File: src/rtl/wrs_pkg.sv
package wrs_pkg;

    localparam logic [6:0]  OPC_SYSTEM   = 7'b1110011;
    localparam logic [11:0] F12_WAIT_NTO = 12'b000000001101;
    localparam logic [11:0] F12_WAIT_STO = 12'b000000011101;

    typedef enum logic {
        ST_IDLE = 1'b0,
        ST_WAIT = 1'b1
    } wait_state_e;

    typedef struct packed {
        wait_state_e state;
        logic        stall;
        logic        done;
        logic        illegal;
        logic        timed;
    } wait_ctl_t;

endpackage

File: src/rtl/wrs_decode.sv
module wrs_decode
    import wrs_pkg::*;
(
    input  logic [31:0] insn_i,
    output logic        is_nto_o,
    output logic        is_sto_o
);

    logic fields_zero;

    always_comb begin
        fields_zero = (insn_i[19:15] == 5'd0) && (insn_i[14:12] == 3'd0) &&
                      (insn_i[11:7] == 5'd0) && (insn_i[6:0] == OPC_SYSTEM);
        is_nto_o    = fields_zero && (insn_i[31:20] == F12_WAIT_NTO);
        is_sto_o    = fields_zero && (insn_i[31:20] == F12_WAIT_STO);
    end

endmodule

File: src/rtl/wrs_resv.sv
module wrs_resv #(
    parameter int XLEN     = 32,
    parameter int GRAN_LSB = 6
) (
    input  logic            clk,
    input  logic            rst_n,
    input  logic            lr_valid_i,
    input  logic [XLEN-1:0] lr_addr_i,
    input  logic            sc_valid_i,
    input  logic [XLEN-1:0] sc_addr_i,
    input  logic            snoop_valid_i,
    input  logic [XLEN-1:0] snoop_addr_i,
    input  logic            clear_i,
    output logic            valid_o,
    output logic            snoop_hit_o,
    output logic            sc_ok_o
);

    localparam int TAG_W = XLEN - GRAN_LSB;

    typedef struct packed {
        logic             valid;
        logic [TAG_W-1:0] tag;
        logic             sc_ok;
    } resv_t;

    resv_t resv_d, resv_q;
    logic  sc_match;

    wire unused_low_bits = ^{lr_addr_i[GRAN_LSB-1:0], sc_addr_i[GRAN_LSB-1:0],
                             snoop_addr_i[GRAN_LSB-1:0]};

    always_comb begin
        snoop_hit_o = snoop_valid_i && resv_q.valid &&
                      (snoop_addr_i[XLEN-1:GRAN_LSB] == resv_q.tag);
        sc_match    = sc_valid_i && resv_q.valid &&
                      (sc_addr_i[XLEN-1:GRAN_LSB] == resv_q.tag);
        resv_d       = resv_q;
        resv_d.sc_ok = sc_match;
        if (lr_valid_i) begin
            resv_d.valid = 1'b1;
            resv_d.tag   = lr_addr_i[XLEN-1:GRAN_LSB];
        end else if (sc_valid_i || snoop_hit_o || clear_i) begin
            resv_d.valid = 1'b0;
        end
    end

    always_ff @(posedge clk or negedge rst_n) begin
        if (!rst_n) resv_q <= '0;
        else        resv_q <= resv_d;
    end

    assign valid_o = resv_q.valid;
    assign sc_ok_o = resv_q.sc_ok;

    AST_LR_SETS: assert property (@(posedge clk) disable iff (!rst_n)
        lr_valid_i |=> valid_o);
    AST_SNOOP_DROPS: assert property (@(posedge clk) disable iff (!rst_n)
        (snoop_hit_o && !lr_valid_i) |=> !valid_o);
    AST_SC_CLEARS: assert property (@(posedge clk) disable iff (!rst_n)
        (sc_valid_i && !lr_valid_i) |=> !valid_o);
    AST_SC_NEEDS_RESV: assert property (@(posedge clk) disable iff (!rst_n)
        sc_ok_o |-> $past(valid_o) && $past(sc_valid_i));
    AST_WAIT_CLEARS: assert property (@(posedge clk) disable iff (!rst_n)
        (clear_i && !lr_valid_i) |=> !valid_o);

endmodule

File: src/rtl/wrs_timer.sv
module wrs_timer #(
    parameter int LIMIT = 256
) (
    input  logic clk,
    input  logic rst_n,
    input  logic start_i,
    input  logic run_i,
    output logic expired_o
);

    localparam int CW = (LIMIT > 2) ? $clog2(LIMIT) : 1;
    localparam logic [CW-1:0] LAST = CW'(LIMIT - 1);

    logic [CW-1:0] cnt_d, cnt_q;

    always_comb begin
        cnt_d = cnt_q;
        if (start_i)                      cnt_d = '0;
        else if (run_i && cnt_q != LAST)  cnt_d = cnt_q + 1'b1;
        expired_o = run_i && (cnt_q == LAST);
    end

    always_ff @(posedge clk or negedge rst_n) begin
        if (!rst_n) cnt_q <= '0;
        else        cnt_q <= cnt_d;
    end

    AST_CNT_IN_RANGE: assert property (@(posedge clk) disable iff (!rst_n)
        cnt_q <= LAST);

endmodule

File: src/rtl/wrs_stall_unit.sv
module wrs_stall_unit
    import wrs_pkg::*;
#(
    parameter int XLEN        = 32,
    parameter int GRAN_LSB    = 6,
    parameter int IRQ_W       = 16,
    parameter int TIMEOUT_CYC = 256
) (
    input  logic             clk,
    input  logic             rst_n,
    input  logic             insn_valid,
    input  logic [31:0]      insn,
    input  logic             ext_en,
    input  logic             lr_valid,
    input  logic [XLEN-1:0]  lr_addr,
    input  logic             sc_valid,
    input  logic [XLEN-1:0]  sc_addr,
    input  logic             snoop_valid,
    input  logic [XLEN-1:0]  snoop_addr,
    input  logic [IRQ_W-1:0] irq_pending,
    input  logic             dbg_wake,
    output logic             stall,
    output logic             done,
    output logic             illegal,
    output logic             sc_ok
);

    wait_ctl_t ctl_d, ctl_q;
    logic is_nto, is_sto, is_wait;
    logic resv_valid, snoop_hit, wake_now, expired;
    logic complete, start_wait;

    wrs_decode u_decode (
        .insn_i   (insn),
        .is_nto_o (is_nto),
        .is_sto_o (is_sto)
    );

    wrs_resv #(.XLEN(XLEN), .GRAN_LSB(GRAN_LSB)) u_resv (
        .clk           (clk),
        .rst_n         (rst_n),
        .lr_valid_i    (lr_valid),
        .lr_addr_i     (lr_addr),
        .sc_valid_i    (sc_valid),
        .sc_addr_i     (sc_addr),
        .snoop_valid_i (snoop_valid),
        .snoop_addr_i  (snoop_addr),
        .clear_i       (complete),
        .valid_o       (resv_valid),
        .snoop_hit_o   (snoop_hit),
        .sc_ok_o       (sc_ok)
    );

    wrs_timer #(.LIMIT(TIMEOUT_CYC)) u_timer (
        .clk       (clk),
        .rst_n     (rst_n),
        .start_i   (start_wait),
        .run_i     (ctl_q.state == ST_WAIT),
        .expired_o (expired)
    );

    always_comb begin
        is_wait    = insn_valid && (is_nto || is_sto);
        wake_now   = !resv_valid || snoop_hit || (|irq_pending) || dbg_wake;
        ctl_d         = ctl_q;
        ctl_d.done    = 1'b0;
        ctl_d.illegal = 1'b0;
        complete   = 1'b0;
        start_wait = 1'b0;
        unique case (ctl_q.state)
            ST_IDLE: begin
                if (is_wait) begin
                    if (!ext_en) begin
                        ctl_d.illegal = 1'b1;
                    end else if (wake_now) begin
                        ctl_d.done = 1'b1;
                        complete   = 1'b1;
                    end else begin
                        ctl_d.state = ST_WAIT;
                        ctl_d.stall = 1'b1;
                        ctl_d.timed = is_sto;
                        start_wait  = 1'b1;
                    end
                end
            end
            ST_WAIT: begin
                if (wake_now || (ctl_q.timed && expired)) begin
                    ctl_d.state = ST_IDLE;
                    ctl_d.stall = 1'b0;
                    ctl_d.done  = 1'b1;
                    complete    = 1'b1;
                end
            end
            default: ctl_d = ctl_q;
        endcase
    end

    always_ff @(posedge clk or negedge rst_n) begin
        if (!rst_n) ctl_q <= '0;
        else        ctl_q <= ctl_d;
    end

    assign stall   = ctl_q.stall;
    assign done    = ctl_q.done;
    assign illegal = ctl_q.illegal;

    AST_STALL_DONE_EXCL: assert property (@(posedge clk) disable iff (!rst_n)
        !(stall && done));
    AST_STALL_END_DONE: assert property (@(posedge clk) disable iff (!rst_n)
        $fell(stall) |-> done);
    AST_ILLEGAL_QUIET: assert property (@(posedge clk) disable iff (!rst_n)
        illegal |-> (!stall && !done));
    AST_NO_RESV_NO_STALL: assert property (@(posedge clk) disable iff (!rst_n)
        (!stall && is_wait && ext_en && !resv_valid) |=> (!stall && done));
    AST_IRQ_WAKES: assert property (@(posedge clk) disable iff (!rst_n)
        (stall && |irq_pending) |=> (!stall && done));
    AST_DBG_WAKES: assert property (@(posedge clk) disable iff (!rst_n)
        (stall && dbg_wake) |=> (!stall && done));

endmodule

File: config.mk
export PLATFORM = sky130hd
export DESIGN_NAME = wrs_stall_unit
export DESIGN_NICKNAME = d
export VERILOG_FILES = /design/src/rtl/wrs_pkg.sv /design/src/rtl/wrs_decode.sv /design/src/rtl/wrs_resv.sv /design/src/rtl/wrs_timer.sv /design/src/rtl/wrs_stall_unit.sv
export SDC_FILE = /design/constraint.sdc
export NUM_CORES = 1
export LEC_CHECK = 0
export ABC_AREA = 1
export CAP_MARGIN = 0
export CORE_MARGIN = 2
export CORE_UTILIZATION = 41
export CTS_CLUSTER_DIAMETER = 120
export DETAILED_ROUTE_END_ITERATION = 10
export GPL_TIMING_DRIVEN = 0
export PLACE_DENSITY = 0.94
export SLEW_MARGIN = 20
export SYNTH_ARGS = -nofsm -noshare
export SYNTH_HDL_FRONTEND = slang
export SYNTH_HIERARCHICAL = 1
export SYNTH_SLANG_ARGS = --single-unit
File: constraint.sdc
create_clock -name clk -period 2.3 [get_ports clk]
set_input_delay 0.46 -clock clk [delete_from_list [all_inputs] [get_ports clk]]
set_output_delay 0.46 -clock clk [all_outputs]
set_load 0.01 [all_outputs]
-- Yosys cells after proc, flatten, opt, wreduce, memory -nomap -nowiden
Cells that the tools add are included.
- add/subtract/negate cells: 1
- equality and inequality tests: 11
- muxes and demuxes: 22
- bitwise gates (word level): 2
- reduce and logical (&&, ||, !) cells: 29
- operator list (kind ; number):
    == test 26 bit ; 2
    two-way mux 8 bit ; 2
    OR reduction 16 bit ; 1
    logical AND 1 bit ; 13
    two-way mux 1 bit ; 13
    == test 12 x 4 -> 1 bit, second input constant ; 1
    == test 12 x 5 -> 1 bit, second input constant ; 1
    zero test 5 bit ; 2
    adder 8 x 1 -> 8 bit, second input constant ; 1
    == test 8 bit, second input constant ; 1
    inequality test 8 bit, second input constant ; 1
    AND reduction 4 bit ; 2
    == test 7 bit, second input constant ; 1
    logical OR 1 bit ; 7
    two-way mux 3 bit ; 2
    inequality test 2 bit, second input constant ; 3
    one-hot mux 3 bit (2 select lines) ; 1
    two-way mux 5 bit ; 1
    two-way mux 2 bit ; 2
    nonzero test 2 bit ; 2
    zero test 3 bit ; 1
    inequality test 2 x 1 -> 1 bit, second input constant ; 1
    NOT 1 bit ; 2
    one-hot mux 1 bit (2 select lines) ; 1
    zero test 1 bit ; 1
- bits in registers: 41
- output and inout bits: 4
- logic and storage cells: 74

-- Longest topological paths before layout
Gate-level depths: netlist (run 1).
- word-level depth: 12
- depth in mapped cells: 17
- depth with buffers taken out: 17

-- By module
Netlist (run 1), hierarchy kept.
- modules (own cells, without submodules) (module ; instances ; cells an instance ; area each (sq um) ; seq. area each (sq um)):
    wrs_resv ; 1 ; 336 ; 2073.2 ; 700.7
    wrs_timer ; 1 ; 72 ; 510.5 ; 200.2
    wrs_stall_unit ; 1 ; 48 ; 330.3 ; 125.1
    wrs_decode ; 1 ; 35 ; 146.4 ; 0.0

-- Worst setup path after synthesis (run 1)
No wires, ideal clock.
- kind: input-to-reg
- from: input insn[25]
- to: register u_timer.cnt_q[2]
- setup time: 0.127 ns
- arrival time: 1.814 ns
- data required time: 2.173 ns
- slack: 0.359 ns
- stages on the path: 12
- cells stage by stage: or2_1 -> nor2_2 -> nand2_1 -> nor2_1 -> o211ai_1 -> nor2_1 -> nand3_2 -> inv_1 -> inv_1 -> buf_4 -> nand3_1 -> o21ai_0
- longest elaborated chain between the ends: 7
- elaborated cells between the ends (all ways): 10
- RTL lines (element ; RTL line ; source):
    start: declaration ; wrs_stall_unit.sv:12 ; input logic [31:0] insn,
    == test 12 x 5 -> 1 bit * ; wrs_decode.sv:15 ; is_sto_o = fields_zero && (insn_i[31:20] == F12_WAIT_STO);
    logical AND 1 bit * ; wrs_decode.sv:15 ;
    via is_sto ; wrs_stall_unit.sv:29 ; logic is_nto, is_sto, is_wait;
    logical OR 1 bit * ; wrs_stall_unit.sv:63 ; is_wait = insn_valid && (is_nto || is_sto);
    logical AND 1 bit * ; wrs_stall_unit.sv:63 ;
    two-way mux 1 bit * ; wrs_stall_unit.sv:72 ; if (is_wait) begin
    two-way mux 1 bit * ; wrs_stall_unit.sv:70 ; unique case (ctl_q.state)
    two-way mux 8 bit or nonzero test 2 bit (tied branches) ; - ;
    end signal: assignment ; wrs_timer.sv:25 ; else cnt_q <= cnt_d;
    end: declaration ; wrs_timer.sv:14 ; logic [CW-1:0] cnt_d, cnt_q;
The timed path passes the listed nets; every way through them passes the cells marked *.
A chain may end at the register's enable or synchronous reset.

-- Worst setup path in the final report (run 1)
- from: input snoop_addr[10]
- to: register u_timer.cnt_q[1]
- longest elaborated chain between the ends: 10
- elaborated cells between the ends (all ways): 11
- RTL lines (element ; RTL line ; source):
    start: declaration ; wrs_stall_unit.sv:19 ; input logic [XLEN-1:0] snoop_addr,
    == test 26 bit * ; wrs_resv.sv:35 ; (snoop_addr_i[XLEN-1:GRAN_LSB] == resv_q.tag);
    logical AND 1 bit * ; wrs_resv.sv:34 ; snoop_hit_o = snoop_valid_i && resv_q.valid &&
    via snoop_hit ; wrs_stall_unit.sv:30 ; logic resv_valid, snoop_hit, wake_now, expired;
    logical OR 1 bit * (3 in a row) ; wrs_stall_unit.sv:64 ; wake_now = !resv_valid || snoop_hit || (|irq_pending) || dbg_wake;
    two-way mux 1 bit * ; wrs_stall_unit.sv:75 ; end else if (wake_now) begin
    two-way mux 1 bit * ; wrs_stall_unit.sv:73 ; if (!ext_en) begin
    two-way mux 1 bit * ; wrs_stall_unit.sv:72 ;
    two-way mux 1 bit * ; wrs_stall_unit.sv:70 ;
    two-way mux 8 bit or nonzero test 2 bit (tied branches) ; - ;
Marks and branches as above.

==> run summary, run 1 <==
Top post-synthesis cells by area: dfrtp_1 (34%), nand2_1 (21%), nor2_1 (7.7%), inv_1 (6.3%), o21ai_0 (5.6%)
Crit share post-route: 95.0%
Grt total ovfl: 0
Worst vdd ir: 0.235 mV
WP data required: 2.48 ns
Mapped Nets: 644
FFs w/ async S/R, synth: 100%
Setup TNS: 0 ns
P&R area growth vs syn: 59.6%
CTS sink count: 41
Final setup margin: 0.116 ns
CTS Buffer Depth: 2
Sequential fraction of the synthesis area: 33.5%
Setup Skew: 0.00891 ns
FF+latch count, synth: 41
Die width: 90.4 um
Site Rows: 31
Power Density: 416 nW/um^2
Leakage: 2.40 nW
DRC errors left: 0
Die Area: 8170 sq um
CP cell instances: clkdlybuf4s50_1 -> inv_1 -> o2111ai_1 -> nor2_1 -> nand3b_1 -> nor2_4 -> nor2_1 -> nand4_1 -> nor2_2 -> nand3_2 -> inv_2 -> inv_2 -> buf_6 -> nand3_2 -> o21ai_1
Finished Core Util: 67.3%
Syn_area_per_cell: 6.23 sq um
Drt via density: 5.22
Max-cap violations: 0
Vias: 3,889
Setup-failing EPs final: 0
Overall power: 0.00203 W
CTS root buf: clkbuf_8
Final min period: 2.18 ns
Status: complete, no violations
Arr. time, crit path: 2.36 ns
Largest net degree at the start of global routing: 25
CORE AREA: 7250 sq um
Number of global-route vias before repair: 3,880
CP max FO: 5
Final net count: 797
Layout cells sized above 1: 13.3%
Max Clk Rate: 458 MHz
CP max stage delay: 0.52 ns
Dpl ws: -0.423 ns
Routed WL per cell: 14.8 um
CTS tree: done
Worst Setup End Kind: flip-flop
Slew @ Worst Pin: 0.589 ns
Synth Instances: 491
Dominant synthesized flop cell: dfrtp_1
Filler instances: 568
Fin. Hold Viols: 0
Final Slew Violations: 0
DIE HEIGHT: 90.4 um
Worst min-delay path class: primary input to asynchronous set/reset pin
Wire length of the first global-routing pass: 16,900 um
# hold bufs at CTS: 0
Area share of the largest cell type after synthesis: 33.5%
CTS Buf Count: 5
Worst Hold Slack: 0.105 ns
Clk slew on worst S/H paths: 0.08 ns
Worst-skew pair later-pin latency: 0.30 ns
Hpwl dp: 8560 um
Setup crit start kind: primary input
DRT Wirelength: 11,000 um
Number of enable flip-flop cells after synthesis: 0
Crit Path Class: primary input to flip-flop
Post-DRT Antenna Nets: 0
Total global-route track usage: 25.6%
Slew margin rel.: 60.7%
First-pass DRT Iterations: 8
RePlAce Congestion: 1.05
Slowest-stage cell, CP: clkdlybuf4s50_1
Synth cell types: 31
Synth Warn #: 6
Largest area contributor in the netlist: dfrtp_1
Synth Cell Area: 3060 sq um
Htree depth: 2
PortBufs: 136
Initial Util: 42.2%
Starting DRT DRC Count: 322
Antenna violations before repair: 0
Io pins: 156
cell type report:
| cell class | instances | area (sq um) | share of cell area (%) |
|---|---|---|---|
| Clock inverter | 1 | 30.0 | 0.615 |
| Clock buffer | 7 | 86.3 | 1.77 |
| Buffer | 6 | 32.5 | 0.666 |
| Sequential cell | 41 | 1030 | 21.0 |
| Antenna cell | 1 | 2.50 | 0.0512 |
| Tap cell | 99 | 124 | 2.54 |
| Inverter | 77 | 289 | 5.92 |
| Timing Repair Buffer | 146 | 1490 | 30.5 |
| Multi-Input combinational cell | 367 | 1810 | 37.0 |
final timing paths:
check                                   from                 to  slack [ns]  cells after the start
hold / removal                         rst_n  u_resv/resv_q[20]        0.11                      1
hold reg to reg                        stall              stall        0.51                      2
max in group asynchronous              rst_n   u_timer/cnt_q[6]        1.70                      2
min in group clk                    lr_valid  u_resv/resv_q[21]        0.49                      2
setup / recovery              snoop_addr[10]   u_timer/cnt_q[1]        0.12                     15
setup reg to reg           u_resv/resv_q[11]     u_resv/valid_o        0.23                     13
state kept, by name (all words and copies together), names as in the netlist:
name / cells
u_resv/resv_q: 26
u_timer/cnt_q: 8
ctl_q: 2
done: 1
illegal: 1
stall: 1
u_resv/sc_ok_o: 1
u_resv/valid_o: 1
cell usage after synthesis, types with 5 or more instances:
master	n
inv_1	51
nand3_1	17
nand2_2	10
nor2_2	7
nand4_1	12
nand2_1	169
clkinv_1	5
xnor2_1	11
dfrtp_1	41
o21ai_1	6
xor2_1	6
nor2_1	63
o22ai_1	5
nor3_1	7
inv_2	21
o21ai_0	34
cells by family (layout without fill, tap and decap cells):
group,count (synthesis),in the layout,share of synthesized area (%)
simple gates,296,296,41.4
buf+inv,83,237,10.4
compound gates,53,53,9.40
flops,41,41,33.5
xor+xnor,17,17,4.86
fa+ha+maj,1,1,0.409
other cells,0,1,0
metrics by stage:
stage               instance area, sq um  std cells
floorplan                           3060        491
global placement                    4550        726
detailed placement                  4570        727
CTS                                 4710        735
global route                        4880        744
finish                              4880        745
critical path: cells and delay by family:
family / cells / cell delay (ns)
buffers and inverters: 5 / 0.88
and+or+nand+nor: 8 / 0.78
AOI/OAI and AO/OA: 2 / 0.23
placed cells by master, fill, tap and decap left out, types with 3 or more instances in the layout:
master           count
nand2_1            165
clkdlybuf4s50_1    122
nor2_1              57
inv_1               49
dfrtp_1             41
o21ai_0             30
inv_2               23
nand2_2             14
dlymetal6s2s_1      13
nand4_1             12
nand3_1             12
nor2_2              11
xnor2_1              9
buf_4                8
o21ai_1              8
nand3_2              7
nor3_1               7
clkbuf_8             6
xor2_1               6
o22ai_1              5
clkinv_1             5
nor2_4               4
clkbuf_1             4
buf_2                3
a21oi_1              3
power breakdown:
group | switching (W) | internal (W)
Clock | 0.000252 | 0.000354
Sequential | 0.0000476 | 0.000763
Combinational | 0.000289 | 0.000326
per-layer routing:
| metal | wire length [um] | track usage [%] | vias up |
|---|---|---|---|
| met5 | 0 | 0 | - |
| met3 | 1080 | 6.09 | 56 |
| met2 | 5740 | 50.6 | 264 |
| met1 | 3700 | 25.6 | 1741 |
| met4 | 473 | 9.74 | 0 |
| li1 | - | - | 1828 |
timing repair:
item                                    CTS  global route
cloned                                    0             1
buffers inserted                          0             8
resized for setup                         6            38
pin swaps                                 0            24
endpoints found under the setup margin    9             9
(Power assumes the default switching activity.)
==> inputs of run 2 (changes only) <==
ABC_AREA = unset   (was 1)
CORE_UTILIZATION = 38   (was 41)
PLACE_DENSITY = 0.93   (was 0.94)
SETUP_SLACK_MARGIN = 0.02   (was unset)
SKIP_LAST_GASP = 1   (was unset)
==> run 2 against run 1 <==
Final area shrank 3.6%; core utilization rose by 2.7 points; synthesized cell count shrank 53%; clock-buffer cell count unchanged; cell count is 36% lower; flip-flop and latch count unchanged; first-iteration DRC count shrank 81%; critical path depth decreased by 4; sequential power increased by 2.8%; critical endpoint is now u_timer/cnt_q[0]; clock power is 12% lower; combinational power down 3%; setup slack worse by 0.088 ns.
==> run summary, run 2 <==
CTS sink count: 41
Worst-skew pair later-pin latency: 0.30 ns
CP cell instances: dlygate4sd2_1 -> xor2_2 -> nor4_2 -> nand4_1 -> nor3_4 -> nor4b_4 -> nand4b_1 -> nor2_4 -> buf_6 -> nor2b_4 -> mux2_4
Number of enable flip-flop cells after synthesis: 0
# hold bufs at CTS: 0
Fin. Hold Viols: 0
CTS tree: done
Bufs and invs on worst path: 2
Worst Setup End Kind: flip-flop
Number of global-route vias before repair: 2,776
Reg-to-Reg End: u_timer/cnt_q[0]
Count leader, synth: dfrtp_1
Htree depth: 2
Grt total ovfl: 0
Crit share post-route: 98.8%
Mapped Nets: 383
Arr. time, crit path: 2.46 ns
Synth cell types: 47
CORE AREA: 6720 sq um
Adder-cell share of the synthesized area: 0.480%
Worst reg2reg path depth: 10
CP max FO: 5
Number of flip-flops in the largest register: 26
Largest area contributor in the netlist: dfrtp_1
FFs w/ async S/R, synth: 100%
Synth Cell Area: 2610 sq um
Worst min-delay path class: primary input to asynchronous set/reset pin
DRT Wirelength: 8870 um
CTS Buf Count: 5
Antenna violations before repair: 0
Power Density: 416 nW/um^2
Hpwl dp: 6490 um
Area share of the largest cell type after synthesis: 39.3%
P&R area growth vs syn: 80.6%
Final net count: 551
Top flop regs: u_resv/resv_q: 26 flops, u_timer/cnt_q: 8 flops, ctl_q: 2 flops
Overall power: 0.00196 W
CTS Buffer Depth: 2
Sequential fraction of the synthesis area: 39.3%
Antenna cell count: 0
Syn_area_per_cell: 11.3 sq um
Slew margin rel.: 66.1%
Biggest register: u_resv/resv_q
Die Area: 7540 sq um
DRC errors left: 0
Max-cap violations: 0
Reg2reg start: u_resv/resv_q[3]
RePlAce Congestion: 0.864
Max Clk Rate: 440 MHz
Filler instances: 489
Crit Path Class: primary input to flip-flop
Vias: 2,559
CTS root buf: clkbuf_8
RSZ-0062 raised after global routing: yes
Simple-gate portion of the synthesized area: 21.0%
Synth Warn #: 6
Slew @ Worst Pin: 0.508 ns
Post-DRT Antenna Nets: 0
Commonest cells in the netlist: dfrtp_1 (41), xor2_1 (40), mux2_2 (26)
Worst vdd ir: 0.221 mV
Complex-gate fraction of the synthesized area: 6.33%
Multi-input gate area: 1840 sq um
Mux cell area share after synthesis: 13.2%
Clk slew on worst S/H paths: 0.08 ns
Setup-failing EPs final: 0
Largest family of logic cells by synthesized area: simple AND/OR/NAND/NOR gates
Reg area: 1030 sq um
Xor and xnor fraction of the mapped netlist area: 17.5%
Starting DRT DRC Count: 60
Worst reg2reg setup slack: 0.04 ns
Drt via density: 5.34
Initial Util: 38.8%
Io pins: 156
Dominant synthesized flop cell: dfrtp_1
PortBufs: 136
Setup TNS: 0 ns
Commonest non-fill, non-tap cell in the layout: clkdlybuf4s50_1
Synth Instances: 230
Setup crit start kind: primary input
WP data required: 2.49 ns
Setup Skew: 0.0113 ns
Top post-synthesis cells by area: dfrtp_1 (39%), xor2_1 (13%), mux2_2 (11%), xnor2_1 (4.0%), nor4_1 (3.4%)
Die width: 86.8 um
Commonest non-fill, non-tap cells in the layout: clkdlybuf4s50_1 (90), dfrtp_1 (40), dlygate4sd2_1 (26), mux2_2 (26), buf_4 (21)
Cell family contributing the most delay on the critical path: simple AND/OR/NAND/NOR gates
Slowest-stage cell, CP: nor4b_4
FF+latch count, synth: 41
Site Rows: 30
Routed WL per cell: 18.5 um
First-pass DRT Iterations: 4
Layout cells sized above 1: 31.3%
Largest net degree at the start of global routing: 23
CP max stage delay: 0.31 ns
Total global-route track usage: 23.1%
Final min period: 2.27 ns
Final Slew Violations: 0
Status: complete, no violations
Wire length of the first global-routing pass: 13,100 um
Leakage: 2.01 nW
Finished Core Util: 70.1%
DIE HEIGHT: 86.8 um
-- run 2: changes by cell type in the layout (fill, tap and decap cells not counted), sizes merged, moves of 5 or more --
cell	before	now
nand2	180	5
o21ai	40	0
nand3	19	7
buf	14	32
inv	72	2
nor2	72	7
mux2	0	29
o22ai	5	0
xor2	6	40
clkdlybuf4s50	122	90
dlygate4sd2	0	26
nor4	0	21
dlymetal6s2s	13	18
-- run 2: layout make-up --
class                           instances  area share (%)
Clock buffer                            7            2.05
Buffer                                  6            1.04
Timing Repair Buffer                  161            33.7
Clock inverter                          1           0.106
Tap cell                               80            2.13
Inverter                                2           0.159
Multi-Input combinational cell        181            39.0
Sequential cell                        41            21.8
-- run 2: repair_timing --
item	CTS	global route
gates resized for setup	48	60
setup buffers	14	9
pin swaps	33	31
endpoints found under the setup margin	11	10
cloned	1	0
-- run 2: kinds of logic (layout without fill, tap and decap cells) --
family	after synthesis	after routing
DFF	41	41
buffers and inverters	8	177
muxes	30	30
AOI/OAI and AO/OA	21	21
and+or+nand+nor	77	77
adders and majority gates	1	1
xor gates and xnor gates	52	52
-- run 2: where the power goes --
group / total (W) / leakage [nW] / internal, W / switching, W
Combinational: 0.000594 / 1.47 / 0.000376 / 0.000218
Clock: 0.000533 / 0.0542 / 0.000272 / 0.000262
Sequential: 0.000833 / 0.483 / 0.000768 / 0.0000649
Total: 0.00196 / 2.01 / 0.00142 / 0.000545
-- run 2: per-layer routing --
metal | GRT usage (%) | wire, um
met1 | 23.1 | 3040
met2 | 45.5 | 5010
met3 | 5.71 | 651
met4 | 7.67 | 170
met5 | 0 | 0
-- run 2: metrics by stage --
step / cell area, sq um / hold slack, ns / worst slack (ns) / instances
2_1_floorplan: 2610 / 0.164 / 0.134 / 230
3_3_place_gp: 4070 / 0.463 / -0.617 / 446
3_5_place_dp: 4090 / 0.455 / -0.681 / 447
4_1_cts: 4400 / 0.129 / -0.0126 / 470
5_1_grt: 4710 / 0.136 / -0.0628 / 479
6_report: 4710 / 0.118 / 0.0276 / 479
-- run 2: how the worst max path moves through the flow --
stage	startpoint	end	slack, ns	cells past startpoint
2_1_floorplan	insn[13]	u_timer/cnt_q[0]	0.13	9
3_3_place_gp	snoop_addr[11]	u_resv/valid_o	-0.62	11
3_5_place_dp	snoop_addr[11]	u_resv/valid_o	-0.68	11
4_1_cts	u_resv/resv_q[19]	u_timer/cnt_q[0]	-0.01	10
5_1_grt	u_resv/resv_q[6]	u_timer/cnt_q[4]	-0.06	10
6_report	snoop_addr[12]	u_timer/cnt_q[0]	0.03	11
